**config.mk**
```make
export PLATFORM = sky130hd
export DESIGN_NAME = irq_two_level_agg
export DESIGN_NICKNAME = d
export VERILOG_FILES = /design/src/rtl/irq_agg_pkg.sv /design/src/rtl/irq_group.sv /design/src/rtl/irq_top_level.sv /design/src/rtl/irq_pin_latch.sv /design/src/rtl/irq_two_level_agg.sv
export SDC_FILE = /design/constraint.sdc
export NUM_CORES = 1
export LEC_CHECK = 0
export BUFFER_PORTS_ARGS = -buffer_cell sky130_fd_sc_hd__buf_2
export CAP_MARGIN = 10
export CORE_ASPECT_RATIO = 1.25
export CORE_UTILIZATION = 30
export CTS_CLUSTER_SIZE = 10
export DETAILED_ROUTE_END_ITERATION = 16
export GPL_ROUTABILITY_DRIVEN = 0
export GPL_TIMING_DRIVEN = 1
export PLACE_DENSITY = 0.63
export SKIP_LAST_GASP = 1
export SYNTH_ARGS = -nofsm -noshare
export SYNTH_HDL_FRONTEND = slang
export SYNTH_SLANG_ARGS = --single-unit
```
**constraint.sdc**
```tcl
create_clock -name clk -period 1.23 [get_ports clk]
set_clock_uncertainty 0.2 [all_clocks]
set_input_delay 0.1845 -clock clk [delete_from_list [all_inputs] [get_ports clk]]
set_output_delay 0.1845 -clock clk [all_outputs]
set_load 0.03 [all_outputs]
```
**src/rtl/irq_agg_pkg.sv**
```systemverilog
`timescale 1ns/1ps
package irq_agg_pkg;
    typedef enum logic [2:0] {
        REG_A_ST  = 3'd0,
        REG_A_EN  = 3'd1,
        REG_B_ST  = 3'd2,
        REG_B_EN  = 3'd3,
        REG_T_ST  = 3'd4,
        REG_T_EN  = 3'd5,
        REG_CFG   = 3'd6
    } reg_sel_e;

    typedef enum logic {
        PIN_HOLD  = 1'b0,
        PIN_TRACK = 1'b1
    } pin_state_e;

    localparam int MASTER_BIT = 31;
    localparam int PIN_EN_BIT = 0;
endpackage

```
**src/rtl/irq_group.sv**
```systemverilog
`timescale 1ns/1ps
module irq_group #(
    parameter int N          = 6,
    parameter bit HAS_MASTER = 1'b1
) (
    input  logic         clk,
    input  logic         rst_n,
    input  logic [N-1:0] ev,
    input  logic [N-1:0] clr_mask,
    input  logic         en_we,
    input  logic [N-1:0] en_wdata,
    input  logic         master_wdata,
    output logic [N-1:0] status,
    output logic [N-1:0] enable,
    output logic         master,
    output logic         summary
);
    always_ff @(posedge clk or negedge rst_n) begin
        if (!rst_n) begin
            status <= '0;
            enable <= '0;
        end else begin
            status <= (status & ~clr_mask) | ev;
            if (en_we) enable <= en_wdata;
        end
    end

    generate
        if (HAS_MASTER) begin : g_master
            logic master_q;
            always_ff @(posedge clk or negedge rst_n) begin
                if (!rst_n)     master_q <= 1'b0;
                else if (en_we) master_q <= master_wdata;
            end
            assign master  = master_q;
            assign summary = (|(status & enable)) & master_q;
        end else begin : g_plain
            logic unused_master;
            assign unused_master = master_wdata;
            assign master        = 1'b0;
            assign summary       = |(status & enable);
        end
    endgenerate
endmodule

```
**src/rtl/irq_top_level.sv**
```systemverilog
`timescale 1ns/1ps
module irq_top_level #(
    parameter int N_TOP = 10,
    localparam int N_EXT = N_TOP - 2
) (
    input  logic             clk,
    input  logic             rst_n,
    input  logic             sum_a,
    input  logic             sum_b,
    input  logic [N_EXT-1:0] ev_ext,
    input  logic [N_TOP-1:0] clr_mask,
    input  logic             en_we,
    input  logic [N_TOP-1:0] en_wdata,
    output logic [N_TOP-1:0] status,
    output logic [N_TOP-1:0] enable,
    output logic             req
);
    always_ff @(posedge clk or negedge rst_n) begin
        if (!rst_n) begin
            status <= '0;
            enable <= '0;
        end else begin
            // summary bits: a clear wins; a live summary re-sets on the next edge
            status[0] <= clr_mask[0] ? 1'b0 : (status[0] | sum_a);
            status[1] <= clr_mask[1] ? 1'b0 : (status[1] | sum_b);
            status[N_TOP-1:2] <= (status[N_TOP-1:2] & ~clr_mask[N_TOP-1:2]) | ev_ext;
            if (en_we) enable <= en_wdata;
        end
    end

    assign req = |(status & enable);
endmodule

```
**src/rtl/irq_pin_latch.sv**
```systemverilog
`timescale 1ns/1ps
module irq_pin_latch
    import irq_agg_pkg::*;
(
    input  logic clk,
    input  logic rst_n,
    input  logic cfg_we,
    input  logic cfg_pin_en,
    input  logic req,
    output logic pin_en,
    output logic irq
);
    pin_state_e state, state_nxt;

    always_comb begin
        state_nxt = state;
        unique case (state)
            PIN_HOLD:  if (cfg_we &&  cfg_pin_en) state_nxt = PIN_TRACK;
            PIN_TRACK: if (cfg_we && !cfg_pin_en) state_nxt = PIN_HOLD;
            default:   state_nxt = PIN_HOLD;
        endcase
    end

    always_ff @(posedge clk or negedge rst_n) begin
        if (!rst_n) state <= PIN_HOLD;
        else        state <= state_nxt;
    end

    always_ff @(posedge clk or negedge rst_n) begin
        if (!rst_n) begin
            irq <= 1'b0;
        end else begin
            unique case (state)
                PIN_TRACK: irq <= req;
                PIN_HOLD:  irq <= irq;
                default:   irq <= 1'b0;
            endcase
        end
    end

    assign pin_en = (state == PIN_TRACK);
endmodule

```
**src/rtl/irq_two_level_agg.sv**
```systemverilog
`timescale 1ns/1ps
module irq_two_level_agg
    import irq_agg_pkg::*;
#(
    parameter int N_A   = 6,
    parameter int N_B   = 11,
    parameter int N_TOP = 10,
    parameter int DW    = 32,
    parameter int AW    = 3,
    localparam int N_EXT = N_TOP - 2
) (
    input  logic             clk,
    input  logic             rst_n,
    input  logic [N_A-1:0]   ev_grp_a,
    input  logic [N_B-1:0]   ev_grp_b,
    input  logic [N_EXT-1:0] ev_top,
    input  logic             wr_en,
    input  logic [AW-1:0]    wr_addr,
    input  logic [DW-1:0]    wr_data,
    input  logic [AW-1:0]    rd_addr,
    output logic [DW-1:0]    rd_data,
    output logic             irq_o
);
    logic [N_A-1:0]   a_status, a_enable, a_clr;
    logic [N_B-1:0]   b_status, b_enable, b_clr;
    logic [N_TOP-1:0] top_status, top_enable, top_clr;
    logic             a_master, b_master, sum_a, sum_b, top_req, pin_en;
    logic             unused_wr_bits, unused_b_master;

    assign unused_wr_bits  = ^wr_data[DW-2:N_B];
    assign unused_b_master = b_master;

    assign a_clr   = (wr_en && wr_addr == REG_A_ST) ? wr_data[N_A-1:0]   : '0;
    assign b_clr   = (wr_en && wr_addr == REG_B_ST) ? wr_data[N_B-1:0]   : '0;
    assign top_clr = (wr_en && wr_addr == REG_T_ST) ? wr_data[N_TOP-1:0] : '0;

    irq_group #(.N(N_A), .HAS_MASTER(1'b1)) u_grp_a (
        .clk(clk), .rst_n(rst_n), .ev(ev_grp_a), .clr_mask(a_clr),
        .en_we(wr_en && wr_addr == REG_A_EN), .en_wdata(wr_data[N_A-1:0]),
        .master_wdata(wr_data[MASTER_BIT]),
        .status(a_status), .enable(a_enable), .master(a_master), .summary(sum_a)
    );

    irq_group #(.N(N_B), .HAS_MASTER(1'b0)) u_grp_b (
        .clk(clk), .rst_n(rst_n), .ev(ev_grp_b), .clr_mask(b_clr),
        .en_we(wr_en && wr_addr == REG_B_EN), .en_wdata(wr_data[N_B-1:0]),
        .master_wdata(1'b0),
        .status(b_status), .enable(b_enable), .master(b_master), .summary(sum_b)
    );

    irq_top_level #(.N_TOP(N_TOP)) u_top (
        .clk(clk), .rst_n(rst_n), .sum_a(sum_a), .sum_b(sum_b), .ev_ext(ev_top),
        .clr_mask(top_clr), .en_we(wr_en && wr_addr == REG_T_EN),
        .en_wdata(wr_data[N_TOP-1:0]),
        .status(top_status), .enable(top_enable), .req(top_req)
    );

    irq_pin_latch u_pin (
        .clk(clk), .rst_n(rst_n), .cfg_we(wr_en && wr_addr == REG_CFG),
        .cfg_pin_en(wr_data[PIN_EN_BIT]), .req(top_req),
        .pin_en(pin_en), .irq(irq_o)
    );

    always_comb begin
        rd_data = '0;
        case (rd_addr)
            REG_A_ST: rd_data[N_A-1:0]   = a_status;
            REG_A_EN: begin
                rd_data[N_A-1:0]      = a_enable;
                rd_data[MASTER_BIT]   = a_master;
            end
            REG_B_ST: rd_data[N_B-1:0]   = b_status;
            REG_B_EN: rd_data[N_B-1:0]   = b_enable;
            REG_T_ST: rd_data[N_TOP-1:0] = top_status;
            REG_T_EN: rd_data[N_TOP-1:0] = top_enable;
            REG_CFG:  rd_data[PIN_EN_BIT] = pin_en;
            default:  rd_data = '0;
        endcase
    end
endmodule

```
==> impl_metrics.py, run 1 <==
metrics = {
    "synthesis": {
        "synth-seq-cells": 57,
        "avgSynthCellArea_um2": 11.7,
        "ys_types": 35,
        "yosysTopAreaCell": "dfrtp_1",
        "synth_edf_count": 0,
        "synth_top_area_share_pct": 48.2,
        "syn_area_mm2": 0.00296,
        "ys_async_sr_fraction_pct": 100,
        "synth.area.top_cells": "dfrtp_1 48%, mux2_2 13%, a21o_1 6.3%, buf_4 5.6%, nand2_1 3.4%",
        "synth-main-ff-cell": "dfrtp_1",
        "ys_seq_area_share_pct": 48.2,
        "syn_inst": 254,
        "yosysWarnings": 0,
    },
    "worst_setup_path": {
        "critPathCaptureType": "primary output",
        "critPathMaxFanout": 2,
        "startpoint_type": "register",
        "path_delay_family": "multiplexers",
        "cpPeakStageDelay_ns": 0.50,
        "critPathSlowestCell": "mux4_2",
        "critPathKind": "reg -> out",
        "cp.arrival_ns": 1.52,
        "worst-path-buf-inv": 1,
        "crit_required_ns": 0.85,
        "crit_chain": "mux4_2, nor2_4, a31oi_4, buf_6",
    },
    "global_route": {
        "grt_pass1_vias": 2948,
        "globalRouteTotalUtil_pct": 19.5,
        "grt_remaining_overflow": 0,
        "use_met2_pct": 33.7,
        "grt_max_degree": 58,
        "grt_pass1_wl_um": 15000,
        "antenna_found_initial": 0,
        "grt-busiest-layer": "met2",
        "met3_usage_pct": 5.17,
        "met1_usage_pct": 22.5,
    },
    "clock_tree": {
        "cts.clk_slew.worst_paths_ns": 0.05,
        "root_buffer": "clkbuf_16",
        "clock_sinks": 57,
        "clockBufferDepth": 2,
        "htreeDepth": 3,
        "numCtsBuffers": 9,
        "clk_latency_ns": 0.33,
        "cts_tree": "built",
    },
    "status": {
        "status": "finished with violations",
        "violations": "setup timing",
    },
    "timing": {
        "fin_crit_sh_pct": 155,
        "slew_viol_final": 0,
        "setup_ws_ns": -0.676,
        "setup_violations": 16,
        "fin_crit_ns": 1.91,
        "fin_setup_tns_ns": -6.52,
        "hold_viol": 0,
        "whs_ns": 0.0790,
        "max_freq_ghz": 0.525,
        "rsz0062_at_grt": "true",
    },
    "route": {
        "vias_per_cell": 4.89,
        "post-route-drc-count": 0,
        "vias": 2777,
        "drtPass1Iterations": 4,
        "wl_per_cell_um": 16.3,
        "drt_iter0_drc": 122,
        "wirelength_um": 9240,
        "drtAntennaViolNets": 0,
    },
    "final_layout": {
        "drive_above_1_share_pct": 53.2,
        "layout.nets": 508,
        "layout_common_cells": "80 x buf_4, 57 x dfrtp_1, 42 x buf_2",
        "final_common_cell": "buf_4",
        "area_growth_pct": 73.3,
        "diodes": 0,
    },
    "floorplan": {
        "coreArea_mm2": 0.00961,
        "io_pins": 99,
        "die_w_um": 90.9,
        "dieHeight_um": 113,
        "row_count": 40,
        "start_util_pct": 30.8,
        "dieArea_mm2": 0.0103,
    },
    "power_and_ir_drop": {
        "powerDensity_mw_per_mm2": 1220,
        "power_mw": 6.25,
        "p_leak_nw": 2.19,
        "peakVddDrop_v": 0.000693,
    },
    "place": {
        "port_buffers": 58,
        "dp_hpwl_um": 6330,
        "pre_cts_ws_ns": -0.606,
    },
    "job": {
        "maxCapViolCount": 0,
    },
    "worst_hold_path": {
        "hp-class": "in -> reg",
    },
}
==> final timing paths <==
kind                                       from            endpoint  slack [ns]  depth (start not counted)
min in group asynchronous                 rst_n  u_grp_b.enable[10]        0.20                          3
max in group asynchronous                 rst_n   u_grp_a.status[5]        0.37                          3
worst max register to register  u_top.status[1]           u_pin.irq       -0.44                          4
worst max-delay path            u_top.enable[0]          rd_data[0]       -0.68                          4
worst min-delay path                 wr_addr[1]            register        0.08                          3
worst min register to register  u_top.enable[1]     u_top.enable[1]        0.36                          1
==> cell type report <==
cell class                      instances  area [µm²]
Multi-Input combinational cell        181        1720
Inverter                                3        20.0
Tap cell                              126         158
Fill cell                             861        4480
Sequential cell                        57        1430
Clock buffer                           12         246
Timing Repair Buffer                  188        1560
Clock inverter                          1        5.00
==> worst reg2reg max path: stages, from the launching register on <==
cell	delay (ns)
dfrtp_1	0.41
buf_4	0.15
a222oi_1	0.38
nand4_1	0.15
mux2_2	0.28
==> logic make-up (layout without fill, tap and decap cells) <==
family	count (synthesis)	in the layout	synth area share [%]
other	1	20	0.127
AOI/OAI and AO/OA	69	69	18.0
muxes	43	43	16.4
buffers and inverters	35	204	7.82
adders and majority gates	2	2	0.845
DFF	57	57	48.2
and+or+nand+nor	47	47	8.58
==> report_power, final <==
part	internal, mW	switching, mW
clock	1.37	0.777
sequential	2.11	0.174
combinational	1.02	0.794
total	4.51	1.74
==> per-layer routing <==
metal	part of all wire, %	vias up
met1	40	1374
met2	52	89
li1	-	1294
met3	5.0	20
met5	0	-
met4	2.5	0
==> state kept, by name, indices dropped and copies added, names as in the netlist, named ones only <==
register	cells
u_pin.irq	1
u_grp_b.status	11
u_grp_a.enable	6
u_top.status	10
u_grp_a.status	6
u_grp_a.master	1
u_top.enable	10
u_grp_b.enable	11
==> synth_stat cells, types with 3 or more instances <==
library cell and n:
dfrtp_1 57, a21o_1 25, a221oi_1 11, mux2_2 35
a21boi_0 4, buf_2 8, a222oi_1 4, a21oi_1 7
nand4b_1 3, a22oi_1 8, buf_4 22, nand2_1 27
nor3_1 5, a211o_1 6, mux2i_1 7
==> timing repair <==
action | in CTS | in global routing
pin swaps | 33 | 20
setup endpoints to repair | 16 | 17
hold buffers | 38 | 0
setup buffers | 23 | 6
resized for setup | 49 | 9
hold endpoints to repair | 109 | 0
==> metrics by stage <==
| step | instance area, µm² | cells | util [%] |
|---|---|---|---|
| after CTS | 5040 | 563 | 52.4 |
| after detailed placement | 4070 | 491 | 42.3 |
| final | 5130 | 568 | 53.4 |
| after global placement | 4070 | 491 | 42.3 |
| after floorplan | 3300 | 273 | - |
| after global routing | 5130 | 568 | 53.4 |
(Power assumes the default switching activity.)
==> run 2, diff against run 1 <==
--- a/config.mk
+++ b/config.mk
@@ -5,6 +5,7 @@
 export SDC_FILE = /design/constraint.sdc
 export NUM_CORES = 1
 export LEC_CHECK = 0
+export ABC_AREA = 1
 export BUFFER_PORTS_ARGS = -buffer_cell sky130_fd_sc_hd__buf_2
 export CAP_MARGIN = 10
 export CORE_ASPECT_RATIO = 1.25
@@ -13,7 +14,7 @@
 export DETAILED_ROUTE_END_ITERATION = 16
 export GPL_ROUTABILITY_DRIVEN = 0
 export GPL_TIMING_DRIVEN = 1
-export PLACE_DENSITY = 0.63
+export PLACE_DENSITY = 0.62
 export SKIP_LAST_GASP = 1
 export SYNTH_ARGS = -nofsm -noshare
 export SYNTH_HDL_FRONTEND = slang
==> impl_metrics.py, run 2 <==
metrics = {
    "status": {
        "status": "finished with violations",
        "violations": "setup timing",
    },
    "timing": {
        "rsz0062_at_grt": "true",
        "setup_ws_ns": -0.402,
        "hold_viol": 0,
        "fin_setup_tns_ns": -4.48,
        "slew_viol_final": 0,
        "fin_crit_sh_pct": 133,
        "fin_crit_ns": 1.63,
        "max_freq_ghz": 0.613,
        "setup_violations": 16,
    },
    "place": {
        "dp_hpwl_um": 7010,
        "port_buffers": 58,
        "place_area_mm2": 0.00425,
    },
    "worst_setup_path": {
        "critPathKind": "reg -> out",
        "crit_required_ns": 0.85,
        "cp.arrival_ns": 1.25,
        "rrSetupSlack_ns": -0.20,
        "critPathCaptureType": "primary output",
        "r2r-end": "u_pin.irq",
        "crit_start": "u_grp_a.status[3]",
        "timing.rr.start": "u_top.status[1]",
        "critPathMaxFanout": 3,
        "rr_worst_depth": 8,
        "startpoint_type": "register",
        "crit_path_end": "rd_data[3]",
    },
    "clock_tree": {
        "clk_latency_ns": 0.33,
        "clockBufferDepth": 2,
        "cts.clk_slew.worst_paths_ns": 0.05,
        "root_buffer": "clkbuf_16",
        "cts_tree": "built",
        "htreeDepth": 3,
        "numCtsBuffers": 9,
        "clock_sinks": 57,
    },
    "floorplan": {
        "row_count": 41,
        "io_pins": 99,
        "coreArea_mm2": 0.0102,
        "dieHeight_um": 117,
        "dieArea_mm2": 0.0110,
        "die_w_um": 94.1,
        "start_util_pct": 31.1,
    },
    "synthesis": {
        "yosysTopAreaCell": "dfrtp_1",
        "yosysWarnings": 0,
        "synth_top_area_share_pct": 44.9,
        "synth_most_common_cell": "nand2_1",
        "ys_async_sr_fraction_pct": 100,
        "synth_common_cells": "136 x nand2_1, 57 x dfrtp_1, 54 x o21ai_0",
        "synth_edf_count": 0,
        "avgSynthCellArea_um2": 7.36,
        "ys_seq_area_share_pct": 44.9,
        "synth-main-ff-cell": "dfrtp_1",
        "synth.area.top_cells": "dfrtp_1 45%, nand2_1 16%, o21ai_0 8.5%, inv_1 6.3%, buf_4 5.0%",
        "synth-seq-cells": 57,
        "syn_inst": 432,
        "ys_types": 24,
        "syn_area_mm2": 0.00318,
    },
    "job": {
        "maxCapViolCount": 0,
    },
    "final_layout": {
        "drive_above_1_share_pct": 40.1,
        "area_growth_pct": 70.2,
        "layout_common_cells": "112 x nand2_1, 93 x buf_4, 57 x dfrtp_1",
        "final_common_cell": "nand2_1",
        "diodes": 0,
        "fill_cells": 926,
        "fin_util_pct": 53.0,
        "layout.nets": 692,
        "reg_top3": "u_grp_b.enable x11, u_grp_b.status x11",
        "finalInstanceArea_mm2": 0.00541,
    },
    "route": {
        "vias_per_cell": 4.61,
        "highest_layer": "met4",
        "post-route-drc-count": 0,
        "met3_length_um": 377,
        "wirelength_um": 10000,
        "drtAntennaViolNets": 0,
        "drt_iter0_drc": 239,
        "wl_met2_um": 5280,
        "wl_per_cell_um": 13.3,
        "vias": 3494,
        "drtPass1Iterations": 5,
        "wl_met1_um": 4020,
    },
    "power_and_ir_drop": {
        "powerDensity_mw_per_mm2": 1290,
        "peakVddDrop_v": 0.000556,
        "p_leak_nw": 2.69,
    },
    "worst_hold_path": {
        "hp-class": "in -> reg",
    },
    "global_route": {
        "antenna_found_initial": 0,
        "globalRouteTotalUtil_pct": 19.4,
        "grt_remaining_overflow": 0,
        "grt_max_degree": 29,
        "grt_pass1_wl_um": 15900,
        "grt_pass1_vias": 3456,
    },
}
-- run 2: cell families (layout without fill, tap and decap cells) --
group | after synthesis | count (layout) | synth area share [%]
buf+inv | 92 | 270 | 14.6
other cells | 1 | 20 | 0.118
fa+ha+maj | 2 | 2 | 0.787
simple gates | 213 | 213 | 28.9
compound gates | 67 | 67 | 10.7
flops | 57 | 57 | 44.9
-- run 2: timing repair --
action	4_1_cts	5_1_grt
endpoints found under the hold margin	91	0
hold buffers	33	0
gates cloned	0	0
buffers inserted	22	14
endpoints found under the setup margin	16	18
pin swaps	55	43
resized for setup	70	32
-- run 2: final cells by class --
| class | count | area, µm² | area share [%] |
|---|---|---|---|
| inverters | 57 | 229 | 4.23 |
| repair buffers | 197 | 1610 | 29.8 |
| multi-input cells | 302 | 1640 | 30.3 |
| clock buffers | 11 | 243 | 4.49 |
| well taps | 129 | 161 | 2.98 |
| flip-flops and latches | 57 | 1430 | 26.4 |
| clock inverters | 5 | 103 | 1.90 |
-- run 2: critical path, stage by stage (launching register included) --
cell,delay (ns)
dfrtp_1,0.42
nand3_2,0.08
nand2_1,0.08
inv_2,0.04
a21oi_4,0.15
buf_6,0.15
-- run 2: through the flow --
stage / hold slack [ns] / cells / power (mW) / setup slack [ns]
2_1_floorplan: -0.311 / 451 / 3.05 / -0.0313
3_3_place_gp: -0.106 / 685 / 3.66 / -0.413
3_5_place_dp: -0.112 / 685 / 3.68 / -0.426
4_1_cts: 0.0218 / 746 / 6.89 / -0.417
5_1_grt: 0.0387 / 758 / 7.27 / -0.444
6_report: 0.0232 / 758 / 6.97 / -0.402
-- run 2: metal layers --
layer  GRT usage [%]  vias to the layer above
met3            3.17                       27
met5               0                        -
li1                -                     1730
met1            21.9                     1636
met4            10.4                        0
met2            35.0                      101
-- run 2: worst min path at each step --
stage	startpoint	endpoint	slack [ns]	depth (start not counted)
after detailed placement	rst_n	u_grp_a.status[5]	-0.11	1
after global routing	wr_data[5]	u_grp_a.enable[5]	0.04	3
after global placement	rst_n	u_grp_a.enable[4]	-0.11	1
final	wr_data[3]	u_top.enable[3]	0.02	3
after CTS	wr_data[5]	u_grp_a.enable[5]	0.02	3
after floorplan	rst_n	asynchronous set/reset pin	-0.31	0
-- run 2: report_power, final --
part           leakage, nW  switching, mW  internal (mW)  total [mW]
clock                0.166          0.859           2.03        2.89
sequential           0.612          0.126           2.08        2.21
combinational         1.91          0.956          0.922        1.88
